<file path="config.mk">
export PLATFORM = sky130hd
export DESIGN_NAME = radix_alu
export DESIGN_NICKNAME = d
export VERILOG_FILES = /design/src/rtl/radix_alu_pkg.sv /design/src/rtl/radix_alu_arith.sv /design/src/rtl/radix_alu_logic.sv /design/src/rtl/radix_alu_flags.sv /design/src/rtl/radix_alu.sv
export SDC_FILE = /design/constraint.sdc
export NUM_CORES = 1
export LEC_CHECK = 0
export CORE_MARGIN = 8
export CORE_UTILIZATION = 59
export CTS_BUF_LIST = sky130_fd_sc_hd__clkbuf_16
export CTS_CLUSTER_SIZE = 30
export DETAILED_ROUTE_END_ITERATION = 16
export GPL_ROUTABILITY_DRIVEN = 0
export GPL_TIMING_DRIVEN = 0
export HOLD_SLACK_MARGIN = 0.02
export PLACE_DENSITY = 0.84
export SLEW_MARGIN = 15
export SYNTH_ARGS = -nofsm -noshare
export SYNTH_HDL_FRONTEND = slang
export SYNTH_SLANG_ARGS = --single-unit
</file>
<file path="constraint.sdc">
create_clock -name clk -period 11.97 [get_ports clk]
set_input_delay 3.591 -clock clk [delete_from_list [all_inputs] [get_ports clk]]
set_output_delay 3.591 -clock clk [all_outputs]
set_load 0.01 [all_outputs]
</file>
<file path="src/rtl/radix_alu_pkg.sv">
package radix_alu_pkg;
  parameter int unsigned DIGIT_W = 4;
  localparam int unsigned RADIX_W = DIGIT_W + 1;
  localparam int unsigned WIDE_W  = DIGIT_W + 2;

  typedef enum logic [3:0] {
    OP_ADD  = 4'd0,
    OP_ADC  = 4'd1,
    OP_SUB  = 4'd2,
    OP_SBC  = 4'd3,
    OP_CMP  = 4'd4,
    OP_INC  = 4'd5,
    OP_DEC  = 4'd6,
    OP_AND  = 4'd7,
    OP_OR   = 4'd8,
    OP_XOR  = 4'd9,
    OP_SLL  = 4'd10,
    OP_SRL  = 4'd11,
    OP_RL   = 4'd12,
    OP_RR   = 4'd13,
    OP_RSV0 = 4'd14,
    OP_RSV1 = 4'd15
  } alu_op_e;

  // Map any radix code onto 1 .. 2**DIGIT_W
  function automatic logic [RADIX_W-1:0] norm_radix(input logic [RADIX_W-1:0] code);
    logic [RADIX_W-1:0] full;
    full = RADIX_W'(1) << DIGIT_W;
    if (code == '0 || code > full) return full;
    return code;
  endfunction

  // Returns {carry, digit}
  function automatic logic [DIGIT_W:0] radix_add(input logic [DIGIT_W-1:0] a,
                                                 input logic [DIGIT_W-1:0] b,
                                                 input logic cin,
                                                 input logic [RADIX_W-1:0] n);
    logic [WIDE_W-1:0] total;
    logic [WIDE_W-1:0] folded;
    total  = WIDE_W'(a) + WIDE_W'(b) + WIDE_W'(cin);
    folded = total - WIDE_W'(n);
    if (total >= WIDE_W'(n)) return {1'b1, folded[DIGIT_W-1:0]};
    return {1'b0, total[DIGIT_W-1:0]};
  endfunction

  // Returns {borrow, digit}
  function automatic logic [DIGIT_W:0] radix_sub(input logic [DIGIT_W-1:0] a,
                                                 input logic [DIGIT_W-1:0] b,
                                                 input logic bin,
                                                 input logic [RADIX_W-1:0] n);
    logic [WIDE_W-1:0] need;
    logic [WIDE_W-1:0] wrapped;
    logic [WIDE_W-1:0] plain;
    need    = WIDE_W'(b) + WIDE_W'(bin);
    wrapped = WIDE_W'(a) + WIDE_W'(n) - need;
    plain   = WIDE_W'(a) - need;
    if (WIDE_W'(a) < need) return {1'b1, wrapped[DIGIT_W-1:0]};
    return {1'b0, plain[DIGIT_W-1:0]};
  endfunction
endpackage

</file>
<file path="src/rtl/radix_alu_arith.sv">
module radix_alu_arith
  import radix_alu_pkg::*;
(
  input  alu_op_e              op,
  input  logic [DIGIT_W-1:0]   a,
  input  logic [DIGIT_W-1:0]   b,
  input  logic                 cin,
  input  logic [RADIX_W-1:0]   n,
  output logic [DIGIT_W-1:0]   res,
  output logic                 c_out,
  output logic                 sel
);
  localparam logic [DIGIT_W-1:0] ONE = DIGIT_W'(1);

  always_comb begin
    sel = 1'b1;
    unique case (op)
      OP_ADD:  {c_out, res} = radix_add(a, b, 1'b0, n);
      OP_ADC:  {c_out, res} = radix_add(a, b, cin, n);
      OP_SUB:  {c_out, res} = radix_sub(a, b, 1'b0, n);
      OP_SBC:  {c_out, res} = radix_sub(a, b, cin, n);
      OP_CMP:  {c_out, res} = radix_sub(a, b, 1'b0, n);
      OP_INC:  {c_out, res} = radix_add(a, ONE, 1'b0, n);
      OP_DEC:  {c_out, res} = radix_sub(a, ONE, 1'b0, n);
      default: begin
        {c_out, res} = '0;
        sel = 1'b0;
      end
    endcase
  end
endmodule

</file>
<file path="src/rtl/radix_alu_logic.sv">
module radix_alu_logic
  import radix_alu_pkg::*;
(
  input  alu_op_e              op,
  input  logic [DIGIT_W-1:0]   a,
  input  logic [DIGIT_W-1:0]   b,
  input  logic                 cin,
  output logic [DIGIT_W-1:0]   res,
  output logic                 c_out,
  output logic                 sel
);
  localparam int unsigned MSB = DIGIT_W - 1;

  always_comb begin
    sel   = 1'b1;
    c_out = cin;
    res   = a;
    unique case (op)
      OP_AND: res = a & b;
      OP_OR:  res = a | b;
      OP_XOR: res = a ^ b;
      OP_SLL: begin res = {a[MSB-1:0], 1'b0}; c_out = a[MSB]; end
      OP_SRL: begin res = {1'b0, a[MSB:1]};   c_out = a[0];   end
      OP_RL:  begin res = {a[MSB-1:0], cin};  c_out = a[MSB]; end
      OP_RR:  begin res = {cin, a[MSB:1]};    c_out = a[0];   end
      default: sel = 1'b0;
    endcase
  end
endmodule

</file>
<file path="src/rtl/radix_alu_flags.sv">
module radix_alu_flags (
  input  logic clk,
  input  logic rst,
  input  logic we,
  input  logic c_in,
  input  logic z_in,
  output logic c_q,
  output logic z_q
);
  always_ff @(posedge clk) begin
    if (rst) begin
      c_q <= 1'b0;
      z_q <= 1'b0;
    end else if (we) begin
      c_q <= c_in;
      z_q <= z_in;
    end
  end
endmodule

</file>
<file path="src/rtl/radix_alu.sv">
module radix_alu
  import radix_alu_pkg::*;
(
  input  logic               clk,
  input  logic               rst,
  input  logic               flag_we,
  input  logic [3:0]         op,
  input  logic [DIGIT_W-1:0] opa,
  input  logic [DIGIT_W-1:0] opb,
  input  logic [RADIX_W-1:0] radix,
  output logic [DIGIT_W-1:0] result,
  output logic               carry_next,
  output logic               zero_next,
  output logic               carry_flag,
  output logic               zero_flag
);
  alu_op_e            op_e;
  logic [RADIX_W-1:0] eff_radix;
  logic [DIGIT_W-1:0] arith_res, logic_res;
  logic               arith_c, logic_c;
  logic               arith_sel, logic_sel;

  assign op_e      = alu_op_e'(op);
  assign eff_radix = norm_radix(radix);

  radix_alu_arith u_arith (
    .op(op_e), .a(opa), .b(opb), .cin(carry_flag), .n(eff_radix),
    .res(arith_res), .c_out(arith_c), .sel(arith_sel)
  );

  radix_alu_logic u_logic (
    .op(op_e), .a(opa), .b(opb), .cin(carry_flag),
    .res(logic_res), .c_out(logic_c), .sel(logic_sel)
  );

  always_comb begin
    if (arith_sel) begin
      result     = (op_e == OP_CMP) ? opa : arith_res;
      carry_next = arith_c;
      zero_next  = (arith_res == '0);
    end else if (logic_sel) begin
      result     = logic_res;
      carry_next = logic_c;
      zero_next  = (logic_res == '0);
    end else begin
      result     = opa;
      carry_next = carry_flag;
      zero_next  = zero_flag;
    end
  end

  radix_alu_flags u_flags (
    .clk(clk), .rst(rst), .we(flag_we),
    .c_in(carry_next), .z_in(zero_next),
    .c_q(carry_flag), .z_q(zero_flag)
  );
endmodule

</file>
==> impl_metrics.yaml, run 1 <==
status:
  outcome: "complete, no violations"
global_route:
  grt_max_degree: 14
  antenna_found_initial: 0
  busiest_layer: "met2"
  groute.usage.overall_pct: 22.02
  gr-usage-met1_pct: 26.68
  overflow: 0
  grt_pass1_vias: 2875
  grtUsageMet3_pct: 3.125
  grt_pass1_wl_um: 13250
  global_route.usage.met2_pct: 38.33
synthesis:
  netlist.area_leader.share_pct: 21.75
  synth_nets: 427
  yosys_warnings: 0
  synthTopCellsByArea: "ha_1 22%, fa_1 6.1%, a21oi_1 4.9%, nor2_1 4.5%, o21ai_0 4.3%"
  synth_ff_type: "dfxtp_1"
  synth_top_area_cell: "ha_1"
  synthesis.area_um2: 2646
  yosysSeqAreaShare_pct: 1.513
  netlist_instances: 353
  yosysUniqueCellTypes: 63
  async_flop_share_pct: 0
  synth_edf_count: 0
  synth_seq_cells: 2
  synth.avg_cell_area_um2: 7.497
layout:
  syn_to_final_growth_pct: 17.21
  layout.cells.non_filler: 434
  fill_cells: 355
  diodes: 0
  nets: 458
  seqCellArea_um2: 40.04
  multi_input_area_um2: 2477
  drive_above_1_share_pct: 9.686
floorplanning:
  die_area_um2: 6884
  ios: 28
  die_h_um: 82.97
  initial_core_util_pct: 61.20
  coreArea_um2: 4324
  fp.dieW_um: 82.97
  rows: 24
timing:
  report.final.slew_viol_count: 0
  worst_pin_slew_ns: 0.8418
  max_freq_mhz: 84.61
  slew_headroom_pct: 43.76
  rsz0062_at_grt: "false"
  hold_slack_ns: 0.6728
  period_share_pct: 98.74
  setup_ws_ns: 0.1505
  finalWorstPathRequiredPeriod_ns: 11.82
  final_hold_viol_count: 0
  setup_viol: 0
  clock-skew-final_ns: 0.003136
routing:
  ant_nets: 0
  firstDrtPassIters: 5
  vias_per_cell: 6.500
  drc_errors: 0
  drt-wirelength-per-cell_um: 17.99
  wl_um: 7809
  first_iter_violations: 169
  vias: 2821
setup_path:
  critPathLaunchType: "input port"
  rrSetupSlack_ns: 7.64
  slowest_delay_ns: 0.50
  critPathMaxFanout: 13
  rr_worst_depth: 17
  path_cells: "clkdlybuf4s15_2 > inv_1 > fa_2 > xor2_4 > or4_1 > o221ai_2 > ha_1 > a21oi_1 > o21ai_0 > a21o_1 > or2_1 > buf_6 > o211a_1 > or3b_1 > o31a_1 > clkdlybuf4s50_1"
  crit_required_ns: 8.38
  cp.arrival_ns: 8.23
  critPathSlowestCell: "fa_2"
  critPathCaptureType: "output pin"
  crit_type: "in2out"
placed_design:
  dp_cells: 431
  dp_hpwl_um: 6235
  numPortBuffers: 26
  pre_cts_ws_ns: -0.5724
clock_tree:
  clock-root-buffer: "clkbuf_16"
  clock_latency_ns: 0.22
  cts.sinks: 2
  post-cts-setup-buffer-count: 0
  postCtsHoldBufs: 0
  cts_tree: "yes"
  cts_inserted_buffers: 3
  ctsHtreeMaxLevel: 1
  clk_path_buf_depth: 2
  path_clk_slew_ns: 0.03
power_and_ir_drop:
  p_per_area_nw_per_um2: 82.05
  ir_worst_vdd_uv: 60.01
  p_leak_nw: 1.448
  total_power_uw: 254.5
worst_hold_path:
  hold_class: "reg2reg"
  hold_depth: 2
flow_run:
  drv_cap: 0
-- cells in the final DEF, fill, tap and decap left out, types with 3 or more instances in the layout --
master and count:
nor3_1 4, mux2i_1 11, a211o_1 3, nor3b_1 3, nand2b_1 10, o22ai_1 4
xor2_1 10, nand3_1 6, clkbuf_16 3, a21o_1 7, clkdlybuf4s50_1 19, mux2_2 3
a31oi_1 3, a221oi_1 5, nor2_1 32, a22oi_1 3, nor2b_1 6, fa_1 6
and3_1 6, buf_6 3, xnor2_1 13, nand2_1 25, o21ai_0 22, clkbuf_1 8
a21oi_1 26, inv_1 28, ha_1 43, ha_2 3
-- metal layers --
metal | part of all wire, % | wire, um | up-vias
met5 | 0 | 0 | -
met4 | 2.0 | 159 | 0
met3 | 5.4 | 421 | 21
met2 | 48 | 3776 | 135
met1 | 44 | 3452 | 1318
li1 | - | - | 1347
-- cell families after synthesis --
group                      share of synthesized area (%)
muxes                                              5.437
adders and majority gates                          27.80
AOI/OAI and AO/OA                                  27.47
xor gates and xnor gates                           9.835
DFF                                                1.513
and+or+nand+nor                                    21.14
buffers and inverters                              6.808
-- sequential cells by signal (all words and copies together), names as in the netlist --
signal / cells
u_flags.z_q: 1
u_flags.c_q: 1
-- cell usage after synthesis (4+ instances only) --
cell,n
and3_1,6
a21oi_1,26
a21o_1,7
nand2_1,25
clkbuf_1,8
a221oi_1,5
xnor2_1,13
nor2b_1,7
xor2_1,11
nand2b_1,10
nor3_1,4
o22ai_1,4
nor2_1,32
nand3_1,6
inv_1,29
mux2i_1,11
fa_1,8
o21ai_0,23
ha_1,46
-- critical path, delay by kind of cell --
family	cells	cell delay (ns)
adders and majority gates	2	0.80
AOI/OAI and AO/OA	6	1.22
and+or+nand+nor	3	1.08
buffers and inverters	4	1.30
xor gates and xnor gates	1	0.23
-- final cells by class --
type / instances / share of cell area (%)
plain buffers: 12 / 2.299
clock buffers: 3 / 2.420
inverters: 30 / 3.792
multi-input cells: 309 / 79.87
flip-flops and latches: 2 / 1.291
well taps: 52 / 2.098
repair buffers: 26 / 8.229
-- through the flow --
stage	util, %	setup TNS [ns]	cell area (um^2)
after floorplan	-	0	2646
after global placement	68.72	-1.585	2972
after detailed placement	68.72	-1.828	2972
after CTS	71.33	0	3084
after global routing	71.73	0	3102
final	71.73	0	3102
-- what timing repair did --
item,4_1_cts,5_1_grt
resized for setup,16,16
endpoints found under the setup margin,6,4
pin swaps,0,3
-- where the power goes --
| group | switching, mW | leakage, nW | internal, mW | total, mW |
|---|---|---|---|---|
| clock | 0.00788 | 0.0370 | 0.0425 | 0.0504 |
| sequential | 0.00112 | 0.0164 | 0.00736 | 0.00848 |
| combinational | 0.109 | 1.39 | 0.0868 | 0.196 |
| total | 0.118 | 1.45 | 0.137 | 0.254 |
-- worst paths after layout --
path                                  from                  endpoint
hold / removal    u_flags.c_q$_SDFFE_PP0P_  u_flags.c_q$_SDFFE_PP0P_
setup / recovery                    opa[1]                 result[1]
hold reg to reg   u_flags.c_q$_SDFFE_PP0P_  u_flags.c_q$_SDFFE_PP0P_
setup reg to reg  u_flags.c_q$_SDFFE_PP0P_  u_flags.z_q$_SDFFE_PP0P_
Note: power is estimated with default switching activity, not from simulation.
==> inputs of run 2 (changes only) <==
CORE_UTILIZATION = 31   (was 59)
PLACE_DENSITY = 0.5   (was 0.84)
==> impl_metrics.yaml, run 2 (synthesis results as in run 1) <==
worst_hold_path:
  hold_depth: 3
  min_to: "u_flags.z_q$_SDFFE_PP0P_"
  min-delay-start: "u_flags.z_q$_SDFFE_PP0P_"
  hold_class: "reg2reg"
power_and_ir_drop:
  p_leak_nw: 1.448
  p_comb_share_pct: 76.6
  p_per_area_nw_per_um2: 80.96
  switching_power_uw: 119.4
  switching_share_pct: 46.55
  total_power_uw: 256.5
  ir_worst_vdd_uv: 30.65
  p_int_uw: 137.1
  clock_power_share_pct: 20.1
  power_frac_seq_pct: 3.3
global_route:
  grt_pass1_wl_um: 13370
  overflow: 0
  grt_max_degree: 14
  groute.usage.overall_pct: 14.15
  antenna_found_initial: 0
  grt_pass1_vias: 2628
setup_path:
  path_cells: "clkdlybuf4s50_1 > buf_6 > inv_1 > ha_2 > or4_1 > o221ai_2 > ha_1 > a21oi_1 > o21ai_0 > a21o_1 > or2_1 > buf_6 > o211a_1 > or3b_1 > o31a_1 > clkdlybuf4s50_1"
  path_buf_inv: 5
  crit_family: "buffers and inverters"
  critPathSlowestCell: "clkdlybuf4s50_1"
  crit_required_ns: 8.38
  rr_worst_depth: 17
  crit_type: "in2out"
  rrSetupSlack_ns: 7.73
  reg2reg_to: "u_flags.z_q$_SDFFE_PP0P_"
  cp.arrival_ns: 8.20
  r2r-start: "u_flags.c_q$_SDFFE_PP0P_"
  slowest_delay_ns: 0.56
  critPathLaunchType: "input port"
  critPathMaxFanout: 10
  critPathCaptureType: "output pin"
layout:
  nets: 459
  top_regs: "u_flags.c_q x1, u_flags.z_q x1"
  final_common_cell: "ha_1"
  layout_common_cells: "43 x ha_1, 32 x nor2_1, 27 x inv_1"
  diodes: 0
  drive_above_1_share_pct: 10.44
  layout.cells.non_filler: 488
  syn_to_final_growth_pct: 19.72
timing:
  setup_ws_ns: 0.1780
  report.final.slew_viol_count: 0
  hold_slack_ns: 0.6726
  final_hold_viol_count: 0
  fin_setup_tns_ns: 0
  clock-skew-final_ns: 0.002821
  max_freq_mhz: 84.80
  setup_viol: 0
  rsz0062_at_grt: "false"
  worst_pin_slew_ns: 0.7495
  finalWorstPathRequiredPeriod_ns: 11.79
  slew_headroom_pct: 49.92
  period_share_pct: 98.51
routing:
  vias_per_cell: 5.531
  wl_um: 8480
  first_iter_violations: 112
  vias: 2699
  drc_errors: 0
  firstDrtPassIters: 7
  ant_nets: 0
  drt-wirelength-per-cell_um: 17.38
flow_run:
  drv_cap: 0
floorplanning:
  die_area_um2: 11750
  coreArea_um2: 8258
  initial_core_util_pct: 32.05
  rows: 33
  die_h_um: 108.4
  ios: 28
  fp.dieW_um: 108.4
clock_tree:
  clock_latency_ns: 0.23
  clk_path_buf_depth: 2
  cts_inserted_buffers: 3
  path_clk_slew_ns: 0.03
  ctsHtreeMaxLevel: 1
  clock-root-buffer: "clkbuf_16"
  cts.sinks: 2
  cts_tree: "yes"
placed_design:
  dp_cells: 484
  numPortBuffers: 26
  pre_cts_ws_ns: -0.6392
  dp_hpwl_um: 7014
status:
  outcome: "complete, no violations"
==> run 2: tightest hold or removal path, stage by stage (launching register included) <==
cell and delay, ns:
dfxtp_1 0.32, nand2b_1 0.08, o22ai_1 0.07, a21o_1 0.15
==> run 2: per-layer routing <==
layer,GRT usage (%),vias up,share of wire (%)
met5,0,-,0
met4,5.181,0,2.6
met3,1.844,14,6.7
met2,24.19,72,46
met1,17.70,1265,45
li1,-,1348,-
==> run 2: worst max path at each step <==
stage | startpoint | end | slack [ns] | depth (start not counted)
6_report | opa[3] | result[1] | 0.18 | 16
3_5_place_dp | opa[1] | zero_next | -0.64 | 17
5_1_grt | opa[3] | result[1] | 0.004 | 16
3_3_place_gp | opa[1] | zero_next | -0.73 | 17
2_1_floorplan | radix[0] | zero_next | 1.00 | 16
4_1_cts | opb[1] | result[1] | 0.05 | 16
==> run 2: power by group through the flow <==
stage	combinational [mW]	sequential, mW	clock (mW)
floorplan	0.138	0.00834	0
global placement	0.191	0.00861	0
detailed placement	0.192	0.00862	0
CTS	0.196	0.00855	0.0526
global route	0.219	0.00861	0.0525
finish	0.197	0.00850	0.0515
==> run 2: final cells by class <==
cell class | instances | area, um^2
well taps | 105 | 131.4
clock buffers | 3 | 75.07
multi-input cells | 309 | 2477
flip-flops and latches | 2 | 40.04
plain buffers | 12 | 71.32
inverters | 30 | 121.4
fillers | 883 | 5090
repair buffers | 27 | 251.5
==> run 2: metrics by stage <==
step           area, um^2  utilization (%)
3_5_place_dp         3038            36.79
5_1_grt              3168            38.36
6_report             3168            38.36
4_1_cts              3161            38.27
2_1_floorplan        2646                -
3_3_place_gp         3038            36.79
==> run 2: timing repair <==
action,4_1_cts,5_1_grt
hold buffers,0,0
endpoints found under the setup margin,6,4
buffers inserted,0,1
resized for setup,19,17
pin swaps,0,2
